### src/rtl/tad_pkg.sv
package tad_pkg;

  typedef enum logic [1:0] {
    S_IDLE,
    S_SETUP,
    S_RUN,
    S_TAIL
  } tad_state_e;

  // Control bits plus one busy cycle precede the first result bit.
  localparam int CTRL_BITS  = 8;
  localparam int LEAD_EDGES = CTRL_BITS + 1;

  // bit7 start, bit6 zero, bits5:4 channel, bit3 short resolution, bits2:0 zero
  function automatic logic [CTRL_BITS-1:0] tad_ctrl_byte(input logic [1:0] chan,
                                                        input logic       short_res);
    return {1'b1, 1'b0, chan, short_res, 3'b000};
  endfunction

endpackage

### src/rtl/tad_phase.sv
module tad_phase #(
  parameter int DIV_HALF = 25
) (
  input  logic clk,
  input  logic rst,
  input  logic en,
  output logic tick
);
  localparam int CW = $clog2(DIV_HALF + 1);
  localparam logic [CW-1:0] LAST = CW'(DIV_HALF - 1);

  logic [CW-1:0] cnt_q;

  always_ff @(posedge clk) begin
    if (rst || !en) cnt_q <= '0;
    else if (cnt_q == LAST) cnt_q <= '0;
    else cnt_q <= cnt_q + 1'b1;
  end

  assign tick = en && (cnt_q == LAST);


  tick_spacing_chk: assert property (@(posedge clk) disable iff (rst)
    tick |=> !tick);

endmodule

### src/rtl/tad_capture.sv
module tad_capture #(
  parameter int RES_W = 12
) (
  input  logic             clk,
  input  logic             rst,
  input  logic             clr,
  input  logic             shift_en,
  input  logic             bit_in,
  output logic [RES_W-1:0] data
);
  logic [RES_W-1:0] sh_q;

  always_ff @(posedge clk) begin
    if (rst || clr) sh_q <= '0;
    else if (shift_en) sh_q <= {sh_q[RES_W-2:0], bit_in};
  end

  assign data = sh_q;

endmodule

### src/rtl/tad_seq.sv
module tad_seq
  import tad_pkg::*;
#(
  parameter int RES_W   = 12,
  parameter int SHORT_W = 8
) (
  input  logic       clk,
  input  logic       rst,
  input  logic       start,
  input  logic [1:0] chan,
  input  logic       short_res,
  input  logic       tick,
  output logic       phase_en,
  output logic       cs_n,
  output logic       sclk,
  output logic       sdi,
  output logic       cap_clr,
  output logic       cap_shift,
  output logic       fin
);
  localparam int EW = $clog2(LEAD_EDGES + RES_W + 1);
  localparam logic [EW-1:0] EDGES_LONG  = EW'(LEAD_EDGES + RES_W);
  localparam logic [EW-1:0] EDGES_SHORT = EW'(LEAD_EDGES + SHORT_W);
  localparam logic [EW-1:0] LEAD_CNT    = EW'(LEAD_EDGES);

  tad_state_e           state_q;
  logic [CTRL_BITS-1:0] ctrl_q;
  logic [EW-1:0]        edge_q;
  logic                 short_q;
  logic                 cs_n_q;
  logic                 sclk_q;
  logic [EW-1:0]        last_edge;

  assign last_edge = short_q ? EDGES_SHORT : EDGES_LONG;

  always_ff @(posedge clk) begin
    if (rst) begin
      state_q <= S_IDLE;
      ctrl_q  <= '0;
      edge_q  <= '0;
      short_q <= 1'b0;
      cs_n_q  <= 1'b1;
      sclk_q  <= 1'b0;
    end else begin
      case (state_q)
        S_IDLE: if (start) begin
          ctrl_q  <= tad_ctrl_byte(chan, short_res);
          short_q <= short_res;
          edge_q  <= '0;
          cs_n_q  <= 1'b0;
          state_q <= S_SETUP;
        end
        S_SETUP: if (tick) begin
          sclk_q  <= 1'b1;
          edge_q  <= EW'(1);
          state_q <= S_RUN;
        end
        S_RUN: if (tick) begin
          if (sclk_q) begin
            sclk_q <= 1'b0;
            ctrl_q <= {ctrl_q[CTRL_BITS-2:0], 1'b0};
            if (edge_q == last_edge) state_q <= S_TAIL;
          end else begin
            sclk_q <= 1'b1;
            edge_q <= edge_q + 1'b1;
          end
        end
        S_TAIL: if (tick) begin
          cs_n_q  <= 1'b1;
          state_q <= S_IDLE;
        end
        default: state_q <= S_IDLE;
      endcase
    end
  end

  assign phase_en  = (state_q != S_IDLE);
  assign cs_n      = cs_n_q;
  assign sclk      = sclk_q;
  assign sdi       = ctrl_q[CTRL_BITS-1];
  assign cap_clr   = (state_q == S_IDLE) && start;
  assign cap_shift = (state_q == S_RUN) && tick && !sclk_q && (edge_q >= LEAD_CNT);
  assign fin       = (state_q == S_TAIL) && tick;


  busy_start_ignored_chk: assert property (@(posedge clk) disable iff (rst)
    (state_q != S_IDLE) |=> $stable(short_q));


  sdi_stable_on_rise_chk: assert property (@(posedge clk) disable iff (rst)
    $rose(sclk_q) |-> $stable(sdi));


  cs_fall_clock_low_chk: assert property (@(posedge clk) disable iff (rst)
    $fell(cs_n_q) |-> !sclk_q);

endmodule

### src/rtl/tad_host.sv
module tad_host #(
  parameter int RES_W        = 12,
  parameter int SHORT_W      = 8,
  parameter int DIV_HALF     = 25,
  parameter int SYS_NS       = 10,
  parameter int MIN_PHASE_NS = 200
) (
  input  logic             clk,
  input  logic             rst,
  input  logic             start,
  input  logic [1:0]       chan,
  input  logic             short_res,
  output logic             adc_cs_n,
  output logic             adc_sclk,
  output logic             adc_sdi,
  input  logic             adc_sdo,
  output logic [RES_W-1:0] result,
  output logic             done
);
  localparam int MIN_CYC = (MIN_PHASE_NS + SYS_NS - 1) / SYS_NS;
  localparam int HW      = $clog2(MIN_CYC + 1);

  logic             tick, phase_en, cap_clr, cap_shift, fin;
  logic [RES_W-1:0] cap_data;
  logic [RES_W-1:0] result_q;
  logic             done_q;

  tad_phase #(.DIV_HALF(DIV_HALF)) u_phase (
    .clk(clk), .rst(rst), .en(phase_en), .tick(tick)
  );

  tad_seq #(.RES_W(RES_W), .SHORT_W(SHORT_W)) u_seq (
    .clk(clk), .rst(rst), .start(start), .chan(chan), .short_res(short_res),
    .tick(tick), .phase_en(phase_en), .cs_n(adc_cs_n), .sclk(adc_sclk),
    .sdi(adc_sdi), .cap_clr(cap_clr), .cap_shift(cap_shift), .fin(fin)
  );

  tad_capture #(.RES_W(RES_W)) u_cap (
    .clk(clk), .rst(rst), .clr(cap_clr), .shift_en(cap_shift),
    .bit_in(adc_sdo), .data(cap_data)
  );

  always_ff @(posedge clk) begin
    if (rst) begin
      result_q <= '0;
      done_q   <= 1'b0;
    end else begin
      done_q <= fin;
      if (fin) result_q <= cap_data;
    end
  end

  assign result = result_q;
  assign done   = done_q;

  // Independent phase-length monitor for the pulse-width rule.
  logic          sclk_d;
  logic [HW-1:0] hold_q;

  always_ff @(posedge clk) begin
    if (rst) begin
      sclk_d <= 1'b0;
      hold_q <= '0;
    end else begin
      sclk_d <= adc_sclk;
      if (adc_sclk != sclk_d) hold_q <= HW'(1);
      else if (hold_q != HW'(MIN_CYC)) hold_q <= hold_q + 1'b1;
    end
  end


  min_phase_chk: assert property (@(posedge clk) disable iff (rst)
    (adc_sclk != sclk_d) |-> (hold_q >= HW'(MIN_CYC)));


  idle_clock_low_chk: assert property (@(posedge clk) disable iff (rst)
    adc_cs_n |-> !adc_sclk);


  done_single_chk: assert property (@(posedge clk) disable iff (rst)
    done |=> !done);


  done_cs_high_chk: assert property (@(posedge clk) disable iff (rst)
    done |-> adc_cs_n);


  no_idle_sample_chk: assert property (@(posedge clk) disable iff (rst)
    cap_shift |-> !adc_cs_n);

endmodule

### config.mk
export PLATFORM = sky130hd
export DESIGN_NAME = tad_host
export DESIGN_NICKNAME = d
export VERILOG_FILES = /design/src/rtl/tad_pkg.sv /design/src/rtl/tad_phase.sv /design/src/rtl/tad_capture.sv /design/src/rtl/tad_seq.sv /design/src/rtl/tad_host.sv
export SDC_FILE = /design/constraint.sdc
export NUM_CORES = 1
export LEC_CHECK = 0
export BUFFER_PORTS_ARGS = -buffer_cell sky130_fd_sc_hd__buf_2
export CAP_MARGIN = 20
export CORE_ASPECT_RATIO = 1.5
export CORE_MARGIN = 1.5
export CORE_UTILIZATION = 55
export CTS_CLUSTER_DIAMETER = 60
export DETAILED_ROUTE_END_ITERATION = 16
export GPL_TIMING_DRIVEN = 0
export PLACE_DENSITY = 0.83
export SLEW_MARGIN = 30
export SYNTH_ARGS = -nofsm -noshare
export SYNTH_HDL_FRONTEND = slang
export SYNTH_SLANG_ARGS = --single-unit
### constraint.sdc
create_clock -name clk -period 3.5 [get_ports clk]
set_input_delay 0.7 -clock clk [delete_from_list [all_inputs] [get_ports clk]]
set_output_delay 0.7 -clock clk [all_outputs]
set_load 0.05 [all_outputs]
==> results_dict.tcl <==
set metrics [dict create \
    outcome "finished clean" \
    io_buffers 22 \
    clockBufferDepth 2 \
    place_inst 286 \
    syn_nets 236 \
    final-hold-violation-count 0 \
    post-place-ws_ns 1.45 \
    num_rows 27 \
    finalClockSkew_ns 0.00648 \
    cts_setup_buffers 0 \
    yosys_most_used_dff "dfxtp_1" \
    cts_sinks 45 \
    setup_tns_ns 0 \
    async_flop_share 0 \
    fin_crit_ns 2.08 \
    drcViolationCount 0 \
    worst_slack_ns 1.42 \
    cts_buffers 5 \
    relSlewSlack 0.648 \
    layout-drive-gt1-share 0.175 \
    cap_violations 0 \
    die_area_um2 4100 \
    core_area_um2 3610 \
    nNetsFinal 265 \
    yosys-top-cells-count "dfxtp_1 (45), nor2_1 (24), nand2_1 (20)" \
    fmax_mhz 480 \
    route.detailed.vias_per_inst 5.70 \
    cts_max_level 2 \
    antenna_found_initial 0 \
    rsz0062_at_grt "no" \
    hold_path.class "reg2reg" \
    die_w_um 52.8 \
    slew_violations 0 \
    post_cts_resized 0 \
    critPathLaunchType "flip-flop" \
    start_util 0.566 \
    ant_nets 0 \
    grt_pass1_vias 1592 \
    worstSetupPathType "reg2reg" \
    drt_iter0_markers 43 \
    root_buffer "clkbuf_8" \
    p_per_area_nw_per_um2 590 \
    yosysTopAreaCell "dfxtp_1" \
    dpl_cell_area_um2 2210 \
    setup.worst_path.end_class "flip-flop" \
    stdcell_count 294 \
    cts_tree "built" \
    diodes 0 \
    fin_crit_sh 0.596 \
    dp_hpwl_mm 3.09 \
    synth.most_common_cell "dfxtp_1" \
    cts_hold_buf 0 \
    synthCells 221 \
    track_usage 0.227 \
    grt_pass1_wl_mm 7.02 \
    yosysTopAreaCellShare 0.441 \
    syn_area_per_cell_um2 9.25 \
    path_clk_slew_ns 0.09 \
    die_h_um 77.7 \
    fillers 316 \
    synth_seq_cells 45 \
    syn_area_um2 2040 \
    grt_max_degree 15 \
    first_pass_iters 4 \
    finalInstanceArea_um2 2330 \
    wl_per_cell_um 14.2 \
    vias 1675 \
    required_ns 3.69 \
    synth_edf_count 0 \
    yosysSeqAreaShare 0.441 \
    ir_worst_vdd_uv 469 \
    crit_chain "inv_1, ha_1, nand2b_1, a2111oi_4, clkbuf_2, o21ai_0" \
    cp_max_fo 10 \
    grt_overflow 0 \
    yosys_warnings 0 \
    leakage_nw 0.910 \
    multi_input_area_um2 1050 \
    place.gp.congestion 0.848 \
    crit_arrival_ns 2.27 \
    num_io_pins 23 \
    tightest_slew_ns 0.523 \
    slowest_delay_ns 0.54 \
    synth_cell_types 43 \
    yosys-top-cells-area "dfxtp_1 (44%), mux2i_1 (8.3%), ha_1 (4.9%), nor2_1 (4.4%), nand2_1 (3.7%)" \
    area_delta_synth_final_pct 13.9 \
    seq_area_um2 901 \
    clk_latency_ns 0.30 \
    wirelength_mm 4.17 \
    critPathSlowestCell "a2111oi_4" \
    setup-violations-final 0 \
]
==> cell type report <==
cell class	count	share of cell area
Buffer	11	0.0274
Sequential cell	45	0.387
Timing Repair Buffer	22	0.0473
Clock buffer	6	0.0355
Inverter	8	0.0129
Clock inverter	2	0.0161
Tap cell	43	0.0231
Multi-Input combinational cell	157	0.451
==> critical path, delay by kind of cell (launching register included) <==
family | cells | cell delay, ns
compound gates | 2 | 0.66
flops | 1 | 0.41
buf+inv | 2 | 0.38
fa+ha+maj | 1 | 0.28
simple gates | 1 | 0.24
==> state kept, by name, summed over array words and instances (netlist names) <==
| name | cells |
|---|---|
| u_phase.cnt_q | 5 |
| u_seq.cs_n | 1 |
| u_seq.ctrl_q | 5 |
| u_cap.data | 12 |
| u_seq.state_q | 2 |
| result | 12 |
| done | 1 |
| u_seq.edge_q | 5 |
| u_seq.short_q | 1 |
| u_seq.sclk | 1 |
==> cell usage in the layout, fill, tap and decap left out, drive strengths merged, types with 2 or more instances in the layout <==
cell type,instances
nand3b,2
inv,8
nor3,6
o32ai,2
nor2b,2
ha,8
a21o,2
a31oi,4
xor2,3
nor3b,2
dfxtp,45
nand3,15
a21oi,5
a211oi,3
buf,28
a211o,3
nand2,20
clkbuf,11
nor4,2
nand2b,6
nor2,24
or2,2
mux2i,17
and3,3
o21ai,15
==> path summary, 6_finish.rpt <==
check	start	end	slack (ns)	cells after the start
max	u_seq.state_q[0]$_SDFFE_PP0P_	u_cap.data[10]$_SDFFE_PP0P_	1.42	6
min	u_cap.data[11]$_SDFFE_PP0P_	u_cap.data[11]$_SDFFE_PP0P_	0.47	2
max reg2reg	u_seq.state_q[0]$_SDFFE_PP0P_	u_cap.data[10]$_SDFFE_PP0P_	1.42	6
min reg2reg	u_cap.data[11]$_SDFFE_PP0P_	u_cap.data[11]$_SDFFE_PP0P_	0.47	2
==> metal layers <==
| metal | vias to the layer above | track usage | share of wire |
|---|---|---|---|
| met5 | - | 0 | 0 |
| met4 | 0 | 0.105 | 0.021 |
| met3 | 8 | 0.0538 | 0.047 |
| met2 | 40 | 0.396 | 0.53 |
| met1 | 789 | 0.246 | 0.41 |
| li1 | 838 | - | - |
==> where the power goes <==
group / total, mW / switching (mW) / leakage, nW / internal [mW]
logic: 0.386 / 0.246 / 0.488 / 0.140
clock network: 0.414 / 0.182 / 0.0574 / 0.232
registers: 0.574 / 0.0266 / 0.364 / 0.547
==> metrics by stage <==
stage,power (mW),hold slack (ns),utilization
CTS,1.38,0.467,0.644
finish,1.37,0.470,0.644
detailed placement,0.969,0.454,0.611
global route,1.45,0.482,0.644
floorplan,0.885,0.430,-
global placement,0.957,0.440,0.611
==> cell families (layout without fill, tap and decap cells) <==
logic type,count (synthesis),after routing,synth area share
compound gates,41,41,0.147
xor+xnor,4,4,0.0171
fa+ha+maj,8,8,0.0490
buf+inv,19,49,0.0459
flops,45,45,0.441
mux,17,17,0.0832
simple gates,87,87,0.217
Power figures use the tool's default switching activity.
